File: config.mk
export PLATFORM = sky130hd
export DESIGN_NAME = ctrl_frame_rx
export DESIGN_NICKNAME = d
export VERILOG_FILES = /design/src/rtl/cfr_pkg.sv /design/src/rtl/cfr_uart_rx.sv /design/src/rtl/cfr_parser.sv /design/src/rtl/ctrl_frame_rx.sv
export SDC_FILE = /design/constraint.sdc
export NUM_CORES = 1
export LEC_CHECK = 0
export ABC_CLOCK_PERIOD_IN_PS = 2400
export BUFFER_PORTS_ARGS = -buffer_cell sky130_fd_sc_hd__buf_2
export CORE_ASPECT_RATIO = 1.25
export CORE_MARGIN = 4
export CORE_UTILIZATION = 40
export DETAILED_ROUTE_END_ITERATION = 7
export HOLD_SLACK_MARGIN = 0.15
export REMOVE_ABC_BUFFERS = 1
export SETUP_SLACK_MARGIN = 0.5
export SLEW_MARGIN = 10
export SYNTH_ARGS = -nofsm -noshare
export SYNTH_HDL_FRONTEND = slang
export SYNTH_SLANG_ARGS = --single-unit
File: constraint.sdc
create_clock -name clk -period 2.4 [get_ports clk]
set_input_delay 0.36 -clock clk [delete_from_list [all_inputs] [get_ports clk]]
set_output_delay 0.36 -clock clk [all_outputs]
set_load 0.005 [all_outputs]
File: src/rtl/cfr_pkg.sv
package cfr_pkg;
    localparam logic [7:0] HDR_BYTE    = 8'h05;
    localparam logic [7:0] TRL_BYTE    = 8'h02;
    localparam int         PAY_BYTES   = 4;
    localparam int         OVERSAMPLE  = 16;
    localparam int         VOTE_FIRST  = 7;
    localparam int         VOTE_LAST   = 9;
    localparam int         SERVICE_BIT = 26;
    localparam int         VIDEO_BIT   = 23;

    typedef enum logic [1:0] {U_IDLE, U_START, U_DATA, U_STOP} urx_st_e;
    typedef enum logic [1:0] {P_HUNT, P_PAY, P_TAIL} prs_st_e;
endpackage

File: src/rtl/cfr_uart_rx.sv
module cfr_uart_rx
    import cfr_pkg::*;
#(
    parameter int OS_DIV = 163
) (
    input  logic       clk,
    input  logic       rst_n,
    input  logic       rx_i,
    output logic [7:0] byte_o,
    output logic       byte_vld_o,
    output logic       stop_err_o
);
    localparam int DIV_W = (OS_DIV > 1) ? $clog2(OS_DIV) : 1;
    localparam int SMP_W = $clog2(OVERSAMPLE);

    typedef struct packed {
        logic             s1;
        logic             s2;
        logic [DIV_W-1:0] div;
        urx_st_e          st;
        logic [SMP_W-1:0] smp;
        logic [1:0]       ones;
        logic [2:0]       bitn;
        logic [7:0]       shift;
        logic             vld;
        logic             err;
    } urx_s;

    urx_s q, d;
    logic tick, bitv;
    logic [1:0] tot;

    always_comb begin
        d     = q;
        d.vld = 1'b0;
        d.err = 1'b0;
        d.s1  = rx_i;
        d.s2  = q.s1;
        tick  = (q.div == DIV_W'(OS_DIV - 1));
        d.div = tick ? '0 : q.div + 1'b1;
        tot   = q.ones + {1'b0, q.s2};
        bitv  = tot[1];
        if (tick) begin
            if (q.st == U_IDLE) begin
                if (!q.s2) begin
                    d.st   = U_START;
                    d.smp  = SMP_W'(1);
                    d.ones = '0;
                end
            end else begin
                d.smp = q.smp + 1'b1;
                if (q.smp >= SMP_W'(VOTE_FIRST) && q.smp < SMP_W'(VOTE_LAST))
                    d.ones = tot;
                if (q.smp == SMP_W'(VOTE_LAST)) begin
                    unique case (q.st)
                        U_START: if (bitv) d.st = U_IDLE;
                        U_DATA:  d.shift = {bitv, q.shift[7:1]};
                        U_STOP: begin
                            d.st  = U_IDLE;
                            d.vld = bitv;
                            d.err = !bitv;
                        end
                        default: ;
                    endcase
                end
                if (q.smp == SMP_W'(OVERSAMPLE - 1)) begin
                    d.ones = '0;
                    if (q.st == U_START) begin
                        d.st   = U_DATA;
                        d.bitn = '0;
                    end else if (q.st == U_DATA) begin
                        if (q.bitn == 3'd7) d.st = U_STOP;
                        else                d.bitn = q.bitn + 1'b1;
                    end
                end
            end
        end
    end

    always_ff @(posedge clk or negedge rst_n) begin
        if (!rst_n) begin
            q       <= '0;
            q.s1    <= 1'b1;
            q.s2    <= 1'b1;
            q.st    <= U_IDLE;
        end else begin
            q <= d;
        end
    end

    assign byte_o     = q.shift;
    assign byte_vld_o = q.vld;
    assign stop_err_o = q.err;


    one_outcome_chk: assert property (@(posedge clk) disable iff (!rst_n)
        $onehot0({q.vld, q.err}));


    strobe_from_stop_chk: assert property (@(posedge clk) disable iff (!rst_n)
        (q.vld || q.err) |-> ($past(q.st) == U_STOP));


    glitch_abort_chk: assert property (@(posedge clk) disable iff (!rst_n)
        (q.st == U_START && tick && q.smp == SMP_W'(VOTE_LAST) && bitv) |=> (q.st == U_IDLE));
endmodule

File: src/rtl/cfr_parser.sv
module cfr_parser
    import cfr_pkg::*;
#(
    parameter int GAP_CLKS = 100000
) (
    input  logic        clk,
    input  logic        rst_n,
    input  logic [7:0]  byte_i,
    input  logic        byte_vld_i,
    input  logic        stop_err_i,
    output logic [31:0] inputs_o,
    output logic        ok_o,
    output logic        err_o
);
    localparam int GAP_W = $clog2(GAP_CLKS + 1);
    localparam int IDX_W = $clog2(PAY_BYTES);
    localparam int PAY_W = 8 * PAY_BYTES;

    typedef struct packed {
        prs_st_e          st;
        logic [IDX_W-1:0] idx;
        logic [PAY_W-1:0] shadow;
        logic [GAP_W-1:0] gap;
        logic [PAY_W-1:0] inputs;
        logic             ok;
        logic             err;
    } prs_s;

    prs_s q, d;

    always_comb begin
        d     = q;
        d.ok  = 1'b0;
        d.err = 1'b0;
        if (q.st == P_HUNT) begin
            if (byte_vld_i && byte_i == HDR_BYTE) begin
                d.st  = P_PAY;
                d.idx = '0;
                d.gap = '0;
            end
        end else if (stop_err_i) begin
            d.err = 1'b1;
            d.st  = P_HUNT;
        end else if (byte_vld_i) begin
            d.gap = '0;
            if (q.st == P_PAY) begin
                d.shadow[{q.idx, 3'b000} +: 8] = byte_i;
                if (q.idx == IDX_W'(PAY_BYTES - 1)) d.st  = P_TAIL;
                else                                 d.idx = q.idx + 1'b1;
            end else begin
                d.st = P_HUNT;
                if (byte_i == TRL_BYTE) begin
                    d.inputs = ~q.shadow;
                    d.ok     = 1'b1;
                end else begin
                    d.err = 1'b1;
                end
            end
        end else if (q.gap == GAP_W'(GAP_CLKS)) begin
            d.st = P_HUNT;
        end else begin
            d.gap = q.gap + 1'b1;
        end
    end

    always_ff @(posedge clk or negedge rst_n) begin
        if (!rst_n) begin
            q    <= '0;
            q.st <= P_HUNT;
        end else begin
            q <= d;
        end
    end

    assign inputs_o = q.inputs;
    assign ok_o     = q.ok;
    assign err_o    = q.err;


    ok_after_trailer_chk: assert property (@(posedge clk) disable iff (!rst_n)
        q.ok |-> $past(q.st == P_TAIL && byte_vld_i && byte_i == TRL_BYTE));


    ok_err_exclusive_chk: assert property (@(posedge clk) disable iff (!rst_n)
        $onehot0({q.ok, q.err}));


    inputs_hold_chk: assert property (@(posedge clk) disable iff (!rst_n)
        (q.inputs != $past(q.inputs)) |-> q.ok);


    gap_bound_chk: assert property (@(posedge clk) disable iff (!rst_n)
        q.gap <= GAP_W'(GAP_CLKS));


    gap_drop_chk: assert property (@(posedge clk) disable iff (!rst_n)
        (q.st != P_HUNT && q.gap == GAP_W'(GAP_CLKS) && !byte_vld_i && !stop_err_i)
        |=> (q.st == P_HUNT && !q.err));
endmodule

File: src/rtl/ctrl_frame_rx.sv
module ctrl_frame_rx
    import cfr_pkg::*;
#(
    parameter int CLK_HZ   = 50000000,
    parameter int BAUD     = 19200,
    parameter int GAP_CLKS = 100000
) (
    input  logic        clk,
    input  logic        rst_n,
    input  logic        rx_i,
    output logic [31:0] inputs_o,
    output logic        service_o,
    output logic        video_mode_o,
    output logic        frame_ok_o,
    output logic        frame_err_o
);
    localparam int DIV_RAW = (CLK_HZ + BAUD * (OVERSAMPLE / 2)) / (BAUD * OVERSAMPLE);
    localparam int OS_DIV  = (DIV_RAW < 1) ? 1 : DIV_RAW;

    logic [7:0] rx_byte;
    logic       rx_vld;
    logic       rx_stop_err;

    cfr_uart_rx #(.OS_DIV(OS_DIV)) u_rx (
        .clk        (clk),
        .rst_n      (rst_n),
        .rx_i       (rx_i),
        .byte_o     (rx_byte),
        .byte_vld_o (rx_vld),
        .stop_err_o (rx_stop_err)
    );

    cfr_parser #(.GAP_CLKS(GAP_CLKS)) u_prs (
        .clk        (clk),
        .rst_n      (rst_n),
        .byte_i     (rx_byte),
        .byte_vld_i (rx_vld),
        .stop_err_i (rx_stop_err),
        .inputs_o   (inputs_o),
        .ok_o       (frame_ok_o),
        .err_o      (frame_err_o)
    );

    assign service_o    = inputs_o[SERVICE_BIT];
    assign video_mode_o = inputs_o[VIDEO_BIT];


    named_bits_chk: assert property (@(posedge clk) disable iff (!rst_n)
        (service_o == inputs_o[26]) && (video_mode_o == inputs_o[23]));
endmodule

==> metrics.md <==
| Metric | Value |
|---|---|
| DR WL/cell | between 10 and 15 µm |
| Drt drc | 0 |
| P_sw | 0.979 mW |
| Lkg Pwr | 3.07 nW |
| Clock group share of total power | a little under three fifths |
| Clk pin slew, worst setup/hold paths | 60 ps |
| Critical Path End Type | flop |
| I/O Buffers | 38 |
| Fin. max-slew vios | 0 |
| Post-Synth Adder-Cell Area | under 10% |
| CTS Sinks | 118 |
| Worst hold path class | flop to flop |
| Worst slew margin | roughly half |
| Avg Cell Area, Syn | just under 10 µm² |
| Final setup fails | 0 |
| DR pass1 iterations | 5 |
| Largest family of logic cells by synthesized area | simple AND/OR/NAND/NOR gates |
| Fin cells | roughly 820 |
| Via/cell ratio | roughly 5.3 |
| CTS tree | built |
| Power density cells | about 700 nW/µm² |
| Async SR Flop Fraction | between 90% and 100% |
| Die Y | roughly 140 µm |
| Initial core utilization | around two fifths |
| I/O Pins | 39 |
| Die W | roughly 120 µm |
| Area grow syn2layout | 18.4% |
| Core area | between 10000 and 15000 µm² |
| Switching Share | 20.6% |
| Number of H-tree levels | 4 |
| Tcrit/Tclk final | 77.7% |
| Worst-path cell chain | inv_2, buf_4, ha_2, nor4_4, o2111a_2, mux2_1 |
| Worst-margin pin slew | between 700 and 800 ps |
| Layout Nets | 650 |
| Status | finished clean |
| Mux share of post-synthesis cell area | slightly above 3% |
| Utilization after layout | a little under half |
| Largest delay share family, worst path | flip-flops |
| Power, Total | 4.76 mW |
| 1st-iter DRT viols | around 280 |
| Cell Int Power | 3.78 mW |
| Cells after synthesis | ~600 |
| Synth Register Bits | 118 |
| Antenna violation net count after detailed routing | 0 |
| Post-Synth XOR/XNOR Area | 0.753% |
| Worst Clk Skew | between 5 and 6 ps |
| RD Place Congestion | 0.873 |
| Max Cap Viol | 0 |
| First-pass GRT wire length | between 20000 and 25000 µm |
| Detailed-route wire length | roughly 12000 µm |
| Synth Area in Compound Gates | about an eighth |
| Via count | 4323 |
| Worst path arrival time | ~2200 ps |
| Worst-Skew Late Latency | ~400 ps |
| Number of global-route vias before repair | a little over 4k |
| Top FF cell, synth | dfrtp_1 |
| TritonCTS Buffers | 17 |
| Setup CP Type | flop to flop |
| CTS Root Cell | clkbuf_16 |
| Post-Synth Simple-Gate Area | around a fifth |
| Number of flops mapped to enable cells by yosys | 0 |
| Mapped cell area | just under 6000 µm² |
| WP buf/inv | 2 |
| Initial antenna violation count | 0 |
| Sequential share of power | 41.9% |
| Number of instances in the placed design | a little under 800 |
| Clock tree buffer depth | 2 |
| Ant diodes | 0 |
| Layout cells sized above 1 | ~22% |
| Peak fanout along the critical path | 8 |
| Pre-CTS setup slack | between 400 and 500 ps |
| Post-DP HPWL | roughly 8100 µm |
| Max Clock Freq | between 500 and 600 MHz |
| Crit start category | flop |
| Register area share after synthesis | 50.8% |
| Synth Warn # | 0 |
| Unrepaired setup endpoints after global routing | yes |
| Max stage delay on crit path | 380 ps |
| Global-route usage over all layers | ~15% |
| Min Tclk post-route | about 1900 ps |
| Largest net degree at the start of global routing | 66 |
| Worst VDD drop | 0.000589 V |
| # rows | roughly 50 |
| Grt total ovfl | 0 |
| Final Hold Fails | 0 |
| Comb power frac | under 10% |
| Critical-path top delay cell | dfrtp_1 |
| Die area | between 15000 and 20000 µm² |
| Worst Path Required | between 2000 and 3000 ps |
| Post-route setup slack | roughly 540 ps |
| Layout fillers | 1342 |
| Post-synthesis cell type count | 67 |
metrics by stage:
stage	setup TNS [ps]	hold slack (ps)	area, µm²
floorplan	-10410	64.4	5430
global placement	0	346	6030
detailed placement	0	348	6030
CTS	0	356	6730
global route	0	356	6880
finish	0	355	6880
layout make-up:
type	instances	area, µm²	share of cell area [%]
flip-flops and latches	118	2960	43.0
multi-input cells	398	2520	36.6
inverters	21	78.8	1.15
clock inverters	14	198	2.87
clock buffers	18	439	6.38
well taps	178	223	3.24
repair buffers	70	467	6.78
synth_stat cells, types with 3 or more instances:
master,instances,share of area (%)
a21oi_1,6,0.52
a31oi_1,18,1.9
and4_1,3,0.45
and4bb_2,3,0.65
buf_2,4,0.34
buf_4,32,4.1
clkbuf_1,17,1.1
dfrtp_1,116,50
ha_1,21,4.5
inv_1,21,1.4
mux2_1,10,1.9
mux2_2,3,0.58
mux2i_1,3,0.52
nand2_1,122,7.9
nand3_1,15,1.3
nand3b_1,3,0.39
nand4_1,13,1.4
nor2_1,23,1.5
nor2b_1,6,0.65
nor3_1,8,0.69
nor3b_1,5,0.65
nor4_1,3,0.32
o21ai_0,24,2.1
o21ai_1,55,4.7
o221ai_1,5,0.75
xnor2_1,4,0.60
worst register-to-register path, delay by kind of cell, from the launching register on:
family / cells / cell delay, ps
AO/OA/AOI/OAI: 1 / 270
adder cells (fa/ha/maj): 1 / 240
buffers and inverters: 2 / 220
flip-flops: 1 / 380
multiplexers: 1 / 330
AND/OR/NAND/NOR: 1 / 290
timing repair:
action,in CTS,in global routing
cloned,0,1
buffers inserted,1,7
hold endpoints to repair,54,0
gates resized for setup,5,26
endpoints found under the setup margin,18,32
hold buffers,2,0
pin swaps,0,7
layer usage:
layer	part of all wire, %	GRT usage [%]	vias to the layer above
met5	0	0	-
met4	2.4	6.23	0
met3	4.7	4.62	31
met2	48	24.6	113
met1	45	19.2	2051
li1	-	-	2128
worst paths after layout:
path	start	to	slack (ps)	depth (start not counted)
max	u_rx.q[19]	u_rx.q[10]	540	6
min	u_rx.d[29]	u_rx.q[29]	350	0
max reg2reg	u_rx.q[19]	u_rx.q[10]	540	6
min reg2reg	u_rx.d[29]	u_rx.q[29]	350	0
max in group asynchronous	rst_n	u_rx.q[17]	1160	3
min in group asynchronous	rst_n	u_prs.inputs_o[12]	580	2
placed cells by master, fill, tap and decap left out, drive strengths merged, types with 8 or more instances in the layout:
| cell type | instances |
|---|---|
| clkbuf | 18 |
| a31oi | 18 |
| nand4 | 14 |
| inv | 24 |
| nand3 | 16 |
| ha | 21 |
| nor3 | 8 |
| nor2 | 23 |
| buf | 68 |
| nand2 | 122 |
| dfrtp | 116 |
| o21ai | 79 |
| mux2 | 13 |
power groups by stage:
stage	Clock (mW)	Combinational, mW	Sequential (mW)
after floorplan	0	0.000817	2.03
after global placement	0	0.0524	2.03
after detailed placement	0	0.0544	2.03
after CTS	2.77	0.0571	1.99
after global routing	2.86	0.0627	1.99
final	2.71	0.0532	2.00
logic make-up after synthesis:
logic type                 after synthesis
DFF                                    118
adders and majority gates               21
xor gates and xnor gates                 5
AOI/OAI and AO/OA                      128
and+or+nand+nor                        228
muxes                                   16
buffers and inverters                   80
(Power assumes the default switching activity.)
